<file path="src/rtl/nvwr_guard_pkg.sv">
package nvwr_guard_pkg;

    // Field positions that software relies on
    localparam int WEL_BIT  = 0;
    localparam int BSEL_LSB = 1;

    typedef enum logic [1:0] {
        BSEL_NONE = 2'b00,
        BSEL_QTR  = 2'b01,
        BSEL_HALF = 2'b10,
        BSEL_ALL  = 2'b11
    } bsel_e;

    typedef struct packed {
        logic  hw_en;
        bsel_e bsel;
        logic  wel;
    } prot_t;

    function automatic logic region_hit(bsel_e sel, logic [1:0] top2);
        case (sel)
            BSEL_QTR:  return top2 == 2'b11;
            BSEL_HALF: return top2[1];
            BSEL_ALL:  return 1'b1;
            default:   return 1'b0;
        endcase
    endfunction

endpackage

</file>
<file path="src/rtl/wp_region.sv">
module wp_region
    import nvwr_guard_pkg::*;
(
    input  bsel_e      bsel,
    input  logic [1:0] addr_top,
    output logic       locked
);
    always_comb locked = region_hit(bsel, addr_top);
endmodule

</file>
<file path="src/rtl/wp_decide.sv">
module wp_decide
    import nvwr_guard_pkg::*;
(
    input  logic  req,
    input  logic  is_reg,
    input  prot_t cur,
    input  logic  pin,
    input  logic  in_lock,
    output logic  allow_d,
    output logic  upd_wel,
    output logic  upd_fields
);
    logic hw_frozen;

    always_comb begin
        hw_frozen  = pin & cur.hw_en;
        upd_wel    = 1'b0;
        upd_fields = 1'b0;
        if (is_reg) begin
            allow_d    = cur.wel & ~hw_frozen;
            upd_wel    = req;
            upd_fields = req & allow_d;
        end else begin
            allow_d = cur.wel & ~in_lock;
        end
    end
endmodule

</file>
<file path="src/rtl/wp_preg.sv">
module wp_preg
    import nvwr_guard_pkg::*;
(
    input  logic  clk,
    input  logic  rst,
    input  logic  upd_wel,
    input  logic  upd_fields,
    input  logic  wel_d,
    input  bsel_e bsel_d,
    input  logic  hw_d,
    output prot_t q
);
    always_ff @(posedge clk) begin
        if (rst) begin
            q <= '0;
        end else begin
            if (upd_wel)
                q.wel <= wel_d;
            if (upd_fields) begin
                q.bsel  <= bsel_d;
                q.hw_en <= hw_d;
            end
        end
    end

    AST_REG_HOLD: assert property (@(posedge clk) disable iff (rst)
        (!upd_wel && !upd_fields) |=> $stable(q));
endmodule

</file>
<file path="src/rtl/nvwr_guard.sv">
module nvwr_guard
    import nvwr_guard_pkg::*;
#(
    parameter int ADDR_W = 12,
    parameter int DATA_W = 8
) (
    input  logic              clk,
    input  logic              rst,
    input  logic              wr_req,
    input  logic [ADDR_W-1:0] wr_addr,
    input  logic [DATA_W-1:0] wr_data,
    input  logic              wp_pin,
    output logic              wr_valid,
    output logic              wr_allow,
    output logic [DATA_W-1:0] prot_q
);
    localparam int                HW_BIT   = DATA_W - 1;
    localparam logic [ADDR_W-1:0] REG_ADDR = {ADDR_W{1'b1}};

    prot_t cur;
    logic  is_reg, in_lock, allow_d, upd_wel, upd_fields;

    always_comb is_reg = (wr_addr == REG_ADDR);

    wp_region u_region (
        .bsel     (cur.bsel),
        .addr_top (wr_addr[ADDR_W-1 -: 2]),
        .locked   (in_lock)
    );

    wp_decide u_decide (
        .req        (wr_req),
        .is_reg     (is_reg),
        .cur        (cur),
        .pin        (wp_pin),
        .in_lock    (in_lock),
        .allow_d    (allow_d),
        .upd_wel    (upd_wel),
        .upd_fields (upd_fields)
    );

    wp_preg u_preg (
        .clk        (clk),
        .rst        (rst),
        .upd_wel    (upd_wel),
        .upd_fields (upd_fields),
        .wel_d      (wr_data[WEL_BIT]),
        .bsel_d     (bsel_e'(wr_data[BSEL_LSB +: 2])),
        .hw_d       (wr_data[HW_BIT]),
        .q          (cur)
    );

    always_comb begin
        prot_q                 = '0;
        prot_q[WEL_BIT]        = cur.wel;
        prot_q[BSEL_LSB +: 2]  = cur.bsel;
        prot_q[HW_BIT]         = cur.hw_en;
    end

    always_ff @(posedge clk) begin
        if (rst) begin
            wr_valid <= 1'b0;
            wr_allow <= 1'b0;
        end else begin
            wr_valid <= wr_req;
            wr_allow <= wr_req & allow_d;
        end
    end

    AST_VALID_TRACKS_REQ: assert property (@(posedge clk) disable iff (rst)
        wr_req |=> wr_valid);
    AST_IDLE_QUIET: assert property (@(posedge clk) disable iff (rst)
        !wr_req |=> (!wr_valid && !wr_allow));
    AST_WEL_GATES: assert property (@(posedge clk) disable iff (rst)
        (wr_req && !prot_q[WEL_BIT]) |=> !wr_allow);
    AST_ALL_LOCK: assert property (@(posedge clk) disable iff (rst)
        (wr_req && !is_reg && prot_q[BSEL_LSB +: 2] == 2'b11) |=> !wr_allow);
    AST_HW_FREEZE: assert property (@(posedge clk) disable iff (rst)
        (wr_req && is_reg && wp_pin && prot_q[HW_BIT])
        |=> (!wr_allow && prot_q[HW_BIT:1] == $past(prot_q[HW_BIT:1])));
    AST_LATCH_FOLLOWS: assert property (@(posedge clk) disable iff (rst)
        (wr_req && is_reg) |=> prot_q[WEL_BIT] == $past(wr_data[WEL_BIT]));
    AST_SPARE_ZERO: assert property (@(posedge clk) disable iff (rst)
        prot_q[HW_BIT-1:BSEL_LSB+2] == '0);
endmodule

</file>
<file path="config.mk">
export PLATFORM = sky130hd
export DESIGN_NAME = nvwr_guard
export DESIGN_NICKNAME = d
export VERILOG_FILES = /design/src/rtl/nvwr_guard_pkg.sv /design/src/rtl/wp_region.sv /design/src/rtl/wp_decide.sv /design/src/rtl/wp_preg.sv /design/src/rtl/nvwr_guard.sv
export SDC_FILE = /design/constraint.sdc
export NUM_CORES = 1
export LEC_CHECK = 0
export BUFFER_PORTS_ARGS = -buffer_cell sky130_fd_sc_hd__buf_2
export CORE_AREA = 2 2 39 41
export CTS_BUF_LIST = sky130_fd_sc_hd__clkbuf_16
export CTS_CLUSTER_DIAMETER = 50
export CTS_CLUSTER_SIZE = 30
export DETAILED_ROUTE_END_ITERATION = 7
export DIE_AREA = 0 0 41 43
export GPL_TIMING_DRIVEN = 0
export PLACE_DENSITY_LB_ADDON = 0.2
export SYNTH_ARGS = -nofsm -noshare
export SYNTH_HDL_FRONTEND = slang
export SYNTH_HIERARCHICAL = 1
export SYNTH_SLANG_ARGS = --single-unit
</file>
<file path="constraint.sdc">
create_clock -name clk -period 1.35 [get_ports clk]
set_input_delay 0.0675 -clock clk [delete_from_list [all_inputs] [get_ports clk]]
set_output_delay 0.0675 -clock clk [all_outputs]
set_load 0.02 [all_outputs]
</file>
### Word-level counts from Yosys, hierarchy flattened

Index checks and enable logic that the tools add are counted.

| operators by class | value |
|---|---|
| equality and inequality tests | 5 |
| multiplexer cells | 4 |
| bitwise operators | 7 |

Operators with widths:

| cell | number |
|---|---|
| equality test 12 bit (second input constant) | 1 |
| equality test 2 bit (second input constant) | 3 |
| bitwise AND 1 bit | 5 |
| 2-to-1 mux 1 bit | 3 |
| one-hot mux 1 bit (3 select lines) | 1 |
| equality test 2 x 1 -> 1 bit (second input constant) | 1 |
| inverter 1 bit | 2 |

| word-level totals | value |
|---|---|
| flip-flop bits (word level) | 6 |
| input bits | 24 |
| output and inout port bits | 10 |
| word-level logic and storage cells | 21 |

### Longest topological paths before layout

Gate-level depths: netlist (run 1).

| depth | value |
|---|---|
| word-level depth | 6 |
| depth in mapped cells | 6 |
| gate-level depth less buffers | 6 |

### Hierarchy

Netlist (run 1), hierarchy kept.

Modules (own cells, without submodules):

| module | times used | cells each | area each (µm²) | sequential area each (µm²) |
|---|---|---|---|---|
| wp_preg | 1 | 12 | 135.1 | 80.1 |
| nvwr_guard | 1 | 13 | 122.6 | 40.0 |
| wp_decide | 1 | 6 | 35.0 | 0.0 |
| wp_region | 1 | 3 | 13.8 | 0.0 |

### Least setup slack after synthesis (run 1)

Ideal clock, no wire load.

| timing path | value |
|---|---|
| path type | register to register |
| from | register u_preg/q[0] (netlist name) |
| to | register, netlist name u_preg/q[1] |
| setup time | 114 ps |
| data arrival time | 1081 ps |
| required time | 1236 ps |
| path slack | 154 ps |
| cell stages (with the launch flop) | 5 |
| buffers on the path | 0 |
| clock period less this slack | 1196 ps |
| cell sequence | dfxtp_1 > nand3_1 > a21oi_1 > mux2i_1 > nor2_1 |

| on the way | value |
|---|---|
| longest elaborated chain between the ends | 3 |

RTL lines:

| what | line | text |
|---|---|---|
| from (decl) | wp_preg.sv:11 | `output prot_t q` |
| bitwise AND 1 bit | wp_decide.sv:20 | `allow_d = cur.wel & ~hw_frozen;` |
| bitwise AND 1 bit | wp_decide.sv:22 | `upd_fields = req & allow_d;` |
| 2-to-1 mux 1 bit | wp_decide.sv:19 | `if (is_reg) begin` |
| via upd_fields | nvwr_guard.sv:21 | `logic is_reg, in_lock, allow_d, upd_wel, upd_fields;` |

The timed path passes the listed nets, and every way through them passes these cells.
A chain may end at the register's enable or synchronous reset.

### Final worst setup path (run 1)

| timing path | value |
|---|---|
| from | register u_preg/q[0] (netlist name) |
| to | register, netlist name u_preg/q[2] |

| on the way | value |
|---|---|
| longest elaborated chain between the ends | 3 |

RTL lines:

| what | line |
|---|---|
| bitwise AND 1 bit | wp_decide.sv:20 |
| bitwise AND 1 bit | wp_decide.sv:22 |
| 2-to-1 mux 1 bit | wp_decide.sv:19 |
| via upd_fields | nvwr_guard.sv:21 |

The timed path passes the listed nets, and every way through them passes these cells.

==> results of run 1 <==
where the power goes:
part | switching [mW] | total (mW) | internal [mW] | leakage (nW)
Combinational | 0.0268 | 0.0582 | 0.0314 | 0.188
Sequential | 0.000259 | 0.180 | 0.180 | 0.0486
Clock | 0.100 | 0.480 | 0.380 | 0.0370
Total | 0.127 | 0.719 | 0.592 | 0.273
tightest hold or removal path: stages:
cell and delay (ps):
buf_2 70, mux2i_1 50, nor2_1 70
final timing paths:
kind / slack [ps] / end / cells past startpoint / start
worst min register to register: 530 / u_preg/q[2] / 2 / u_preg/q[2]
worst max register to register: 210 / u_preg/q[2] / 4 / u_preg/q[0]
worst max-delay path: 210 / u_preg/q[2] / 4 / u_preg/q[0]
worst min-delay path: 80 / u_preg/q[3] / 3 / wr_data[7]
through the flow:
stage | power, mW | setup slack, ps | hold WS [ps] | instances
after global placement | 0.2404 | -51.40 | 299.5 | 78
after detailed placement | 0.2411 | -31.71 | 308.1 | 78
after CTS | 0.7272 | 184.5 | 73.81 | 81
after floorplan | 0.2086 | 154.5 | 134.2 | 37
after global routing | 0.7462 | 60.78 | 99.79 | 81
final | 0.7188 | 207.8 | 75.31 | 81
cell type report:
type,instances,area [um2]
Timing Repair Buffer,25,125.1
Fill cell,162,845.8
Sequential cell,6,120.1
Multi-Input combinational cell,27,167.7
Clock buffer,3,75.07
Buffer,4,30.03
Tap cell,16,20.02
metal layers:
metal,GRT usage,up-vias
met5,0,-
met3,0.09424,4
met4,0.08000,0
met1,0.1205,138
li1,-,173
met2,0.1438,14
logic make-up after synthesis:
logic type,after synthesis,share of synthesized area
flops,6,0.3919
mux,4,0.1306
simple gates,17,0.3347
other cells,1,0.01223
compound gates,2,0.03262
buf+inv,4,0.09796
Yosys cell counts, types with 3 or more instances:
library cell	count	share of area
dfxtp_1	6	0.39
nand4_1	3	0.061
nor2_1	4	0.049
nand3_1	3	0.049
mux2i_1	4	0.13
buf_4	4	0.098
flip-flops by register name, indices dropped and copies added, names as in the netlist:
register  cells
u_preg/q      4
wr_allow      1
wr_valid      1
==> results.py, run 1 <==
metrics = {
    "cells_and_area": {
        "drive_gt1_frac": 0.5385,
        "final_util": 0.3888,
        "final_common_cell": "buf_2",
        "most-common-layout-cells": "buf_2, dfxtp_1",
        "antennaDiodeCount": 0,
        "finalNetCount": 91,
        "syn2layout_area_growth_pct": 75.51,
        "fin_area_um2": 538.0,
    },
    "route": {
        "drt_wl_total_um": 692,
        "dr.pass1.iters": 2,
        "drc_errors": 0,
        "highest_layer": "met4",
        "wl_per_cell_um": 8.543,
        "wl_met2_um": 345,
        "wl_met1_um": 242,
        "via_per_inst": 4.062,
        "postRouteAntennaNets": 0,
        "met3WireLength_um": 77,
        "drt_iter0_markers": 1,
        "vias": 329,
    },
    "global_routing": {
        "gr-usage-all-layers": 0.1139,
        "overflow": 0,
        "antenna_found_initial": 0,
        "grt_max_degree": 6,
        "grt_pass1_wl_um": 1235,
        "grt_pass1_vias": 304,
    },
    "logic_synthesis": {
        "avgSynthCellArea_um2": 9.016,
        "ys_warn_count": 6,
        "synth_edf_count": 0,
        "syn_area_um2": 306.5,
        "ys_types": 16,
        "ys_seq_area_frac": 0.3918,
        "async_flop_share": 0,
        "synth-seq-cells": 6,
        "synthFlopType": "dfxtp_1",
        "syn_inst": 34,
    },
    "die": {
        "dieHeight_um": 43,
        "core_mm2": 0.001384,
        "chipWidth_um": 41,
        "start_util": 0.2215,
        "design.die.area_mm2": 0.001763,
        "rows": 14,
        "ioPinCount": 34,
    },
    "clocking": {
        "post_cts_buffers": 0,
        "cts_resized": 0,
        "clockRootBuffer": "clkbuf_16",
        "htreeDepth": 1,
        "cts_tree": "yes",
        "cts.clk_slew.worst_paths_ps": 30,
        "cts_buffers": 3,
        "clock_latency_ps": 230,
        "clockBufferDepth": 2,
        "cts_sinks": 6,
        "ctsHoldBuffers": 0,
    },
    "placement": {
        "io_buffers": 25,
        "dpl-instance-area_um2": 462.9,
        "gp_congestion": 0.6639,
        "hpwl_um": 580.6,
    },
    "worst_setup_path": {
        "required_ps": 1470,
        "crit_fanout": 4,
        "timing.critical_path.max_delay_family": "flip-flops",
        "worstSetupEndpointType": "register",
        "critPathLaunchType": "register",
        "cp.arrival_ps": 1260,
        "slowest_delay_ps": 350,
        "crit_chain": "nand3_1 > a21oi_1 > mux2i_1 > nor2_1",
        "worstSetupPathType": "reg2reg",
        "path_buf_inv": 0,
        "critPathSlowestCell": "dfxtp_1",
    },
    "timing": {
        "drv_slew": 0,
        "fmax_mhz": 875.5,
        "setup_viol": 0,
        "hold_viol": 0,
        "clock_skew_ps": 1.372,
        "rsz0062_at_grt": "false",
        "finalCriticalPeriod_ps": 1142,
        "finalCritPeriodShare": 0.8461,
        "fin_tns_setup_ps": 0,
    },
    "power_and_ir_drop": {
        "power_leakage_nw": 0.2732,
        "ir_drop_v": 0.0008034,
        "power_density_mw_per_mm2": 1336,
    },
    "status": {
        "status": "finished clean",
    },
    "run": {
        "cap_viol_max_count": 0,
    },
    "hold_path": {
        "min_path_type": "in2reg",
    },
}
(Power assumes the default switching activity.)
==> run 2: changes to the inputs <==
- clock period: 1.35 -> 1.15 ns (I/O delays scaled with it)
==> run 2 against run 1 <==
Combinational power increased by 20%. Critical endpoint is now u_preg/q[1]. Power increased by 16%. Global-route usage decreased by 0.80 points. Highest routed layer unchanged. Largest cell class unchanged. Largest power group unchanged. Non-clock buffer count unchanged. Sequential power increased by 18%. First-iteration DRC count decreased by 100%. Die area unchanged.
==> results.py, run 2 (synthesis gave the netlist of run 1 again) <==
metrics = {
    "worst_setup_path": {
        "cp.arrival_ps": 1140,
        "critPathLaunchType": "register",
        "worstSetupEndpointType": "register",
        "worstSetupPathType": "reg2reg",
        "rrSetupSlack_ps": 120,
        "crit_fanout": 4,
        "ff2ff_path_depth": 4,
        "required_ps": 1260,
        "r2r-end": "u_preg/q[1]",
        "reg2reg_from": "u_preg/q[0]",
    },
    "route": {
        "drt_iter0_markers": 0,
        "postRouteAntennaNets": 0,
        "vias": 325,
        "via_per_inst": 4.012,
        "drt_wl_total_um": 698,
        "dr.pass1.iters": 1,
        "drc_errors": 0,
        "wl_per_cell_um": 8.617,
    },
    "global_routing": {
        "grt_pass1_wl_um": 1117,
        "overflow": 0,
        "gr-usage-all-layers": 0.1060,
        "antenna_found_initial": 0,
        "grt_pass1_vias": 289,
        "grt_max_degree": 6,
    },
    "timing": {
        "clock_skew_ps": 1.809,
        "setup_viol": 0,
        "finalCritPeriodShare": 0.8950,
        "drv_slew": 0,
        "hold_viol": 0,
        "fmax_mhz": 971.6,
        "finalCriticalPeriod_ps": 1029,
        "timing.final.ws_setup_ps": 120.8,
        "rsz0062_at_grt": "false",
    },
    "placement": {
        "gp_congestion": 0.6580,
        "place_worst_setup_slack_ps": -120.6,
        "io_buffers": 25,
    },
    "clocking": {
        "cts_tree": "yes",
        "cts_resized": 0,
        "ctsHoldBuffers": 0,
        "cts_sinks": 6,
        "post_cts_buffers": 0,
        "cts.clk_slew.worst_paths_ps": 30,
        "clockBufferDepth": 2,
        "clock_latency_ps": 230,
        "htreeDepth": 1,
        "clockRootBuffer": "clkbuf_16",
        "cts_buffers": 3,
    },
    "die": {
        "core_mm2": 0.001384,
        "dieHeight_um": 43,
        "rows": 14,
        "design.die.area_mm2": 0.001763,
        "start_util": 0.2215,
        "chipWidth_um": 41,
        "ioPinCount": 34,
    },
    "cells_and_area": {
        "final_common_cell": "buf_2",
        "largest_reg_flops": 4,
        "antennaDiodeCount": 0,
        "reg.largest.list": "u_preg/q x4, wr_allow x1, wr_valid x1",
        "finalNetCount": 91,
        "syn2layout_area_growth_pct": 78.78,
        "top_register": "u_preg/q",
        "drive_gt1_frac": 0.5538,
        "most-common-layout-cells": "buf_2, dfxtp_1",
    },
    "hold_path": {
        "holdPathEnd": "u_preg/q[3]",
        "hp-start": "wr_data[7]",
        "min_path_type": "in2reg",
        "hold_depth": 3,
    },
    "power_and_ir_drop": {
        "power_density_mw_per_mm2": 1526,
        "ir_drop_v": 0.0009337,
        "power_leakage_nw": 0.2866,
        "total_power_mw": 0.8362,
    },
    "run": {
        "cap_viol_max_count": 0,
    },
    "status": {
        "status": "finished clean",
    },
}
==> run 2: cell count changes in the layout (fill, tap and decap cells not counted) <==
cell     previous run  this run
nor3_4              0         1
nor3_2              1         0
a21oi_1             1         0
a21oi_2             0         1
==> run 2: cell type report <==
| type | instances | area [um2] |
|---|---|---|
| repair buffers | 25 | 125.1 |
| fillers | 157 | 835.8 |
| clock buffers | 3 | 75.07 |
| well taps | 16 | 20.02 |
| plain buffers | 4 | 30.03 |
| multi-input cells | 27 | 177.7 |
| flip-flops and latches | 6 | 120.1 |
==> run 2: routing by layer <==
| layer | track usage | wire length, um | vias up |
|---|---|---|---|
| li1 | - | - | 172 |
| met4 | 0.08667 | 21 | 0 |
| met1 | 0.1046 | 247 | 134 |
| met3 | 0.09948 | 83 | 4 |
| met2 | 0.1281 | 346 | 15 |
| met5 | 0 | 0 | - |
==> run 2: critical path, stage by stage, from the launching register on <==
cell and delay (ps):
dfxtp_1 340, nand3_1 90, a21oi_2 220, mux2i_1 210, nor2_1 50
==> run 2: worst max path at each step <==
stage / startpoint / to
2_1_floorplan: u_preg/q[0] / u_preg/q[1]
3_3_place_gp: wr_addr[7] / u_preg/q[3]
3_5_place_dp: wr_addr[7] / u_preg/q[3]
4_1_cts: u_preg/q[0] / u_preg/q[3]
5_1_grt: u_preg/q[0] / u_preg/q[1]
6_report: u_preg/q[0] / u_preg/q[1]
==> run 2: stage by stage <==
step | hold slack (ps) | instance area, um2 | instances | utilization | setup TNS [ps]
floorplan | 124.2 | 321.6 | 37 | - | 0
global placement | 288.8 | 466.7 | 78 | 0.3373 | -353.0
detailed placement | 299.1 | 466.7 | 78 | 0.3373 | -351.0
CTS | 67.84 | 541.8 | 81 | 0.3915 | 0
global route | 90.93 | 548.0 | 81 | 0.3960 | 0
finish | 66.61 | 548.0 | 81 | 0.3960 | 0
==> run 2: report_power, final <==
| part | switching [mW] | total (mW) | internal, mW |
|---|---|---|---|
| Combinational | 0.0330 | 0.0699 | 0.0369 |
| Clock | 0.109 | 0.555 | 0.445 |
| Sequential | 0.000328 | 0.212 | 0.211 |
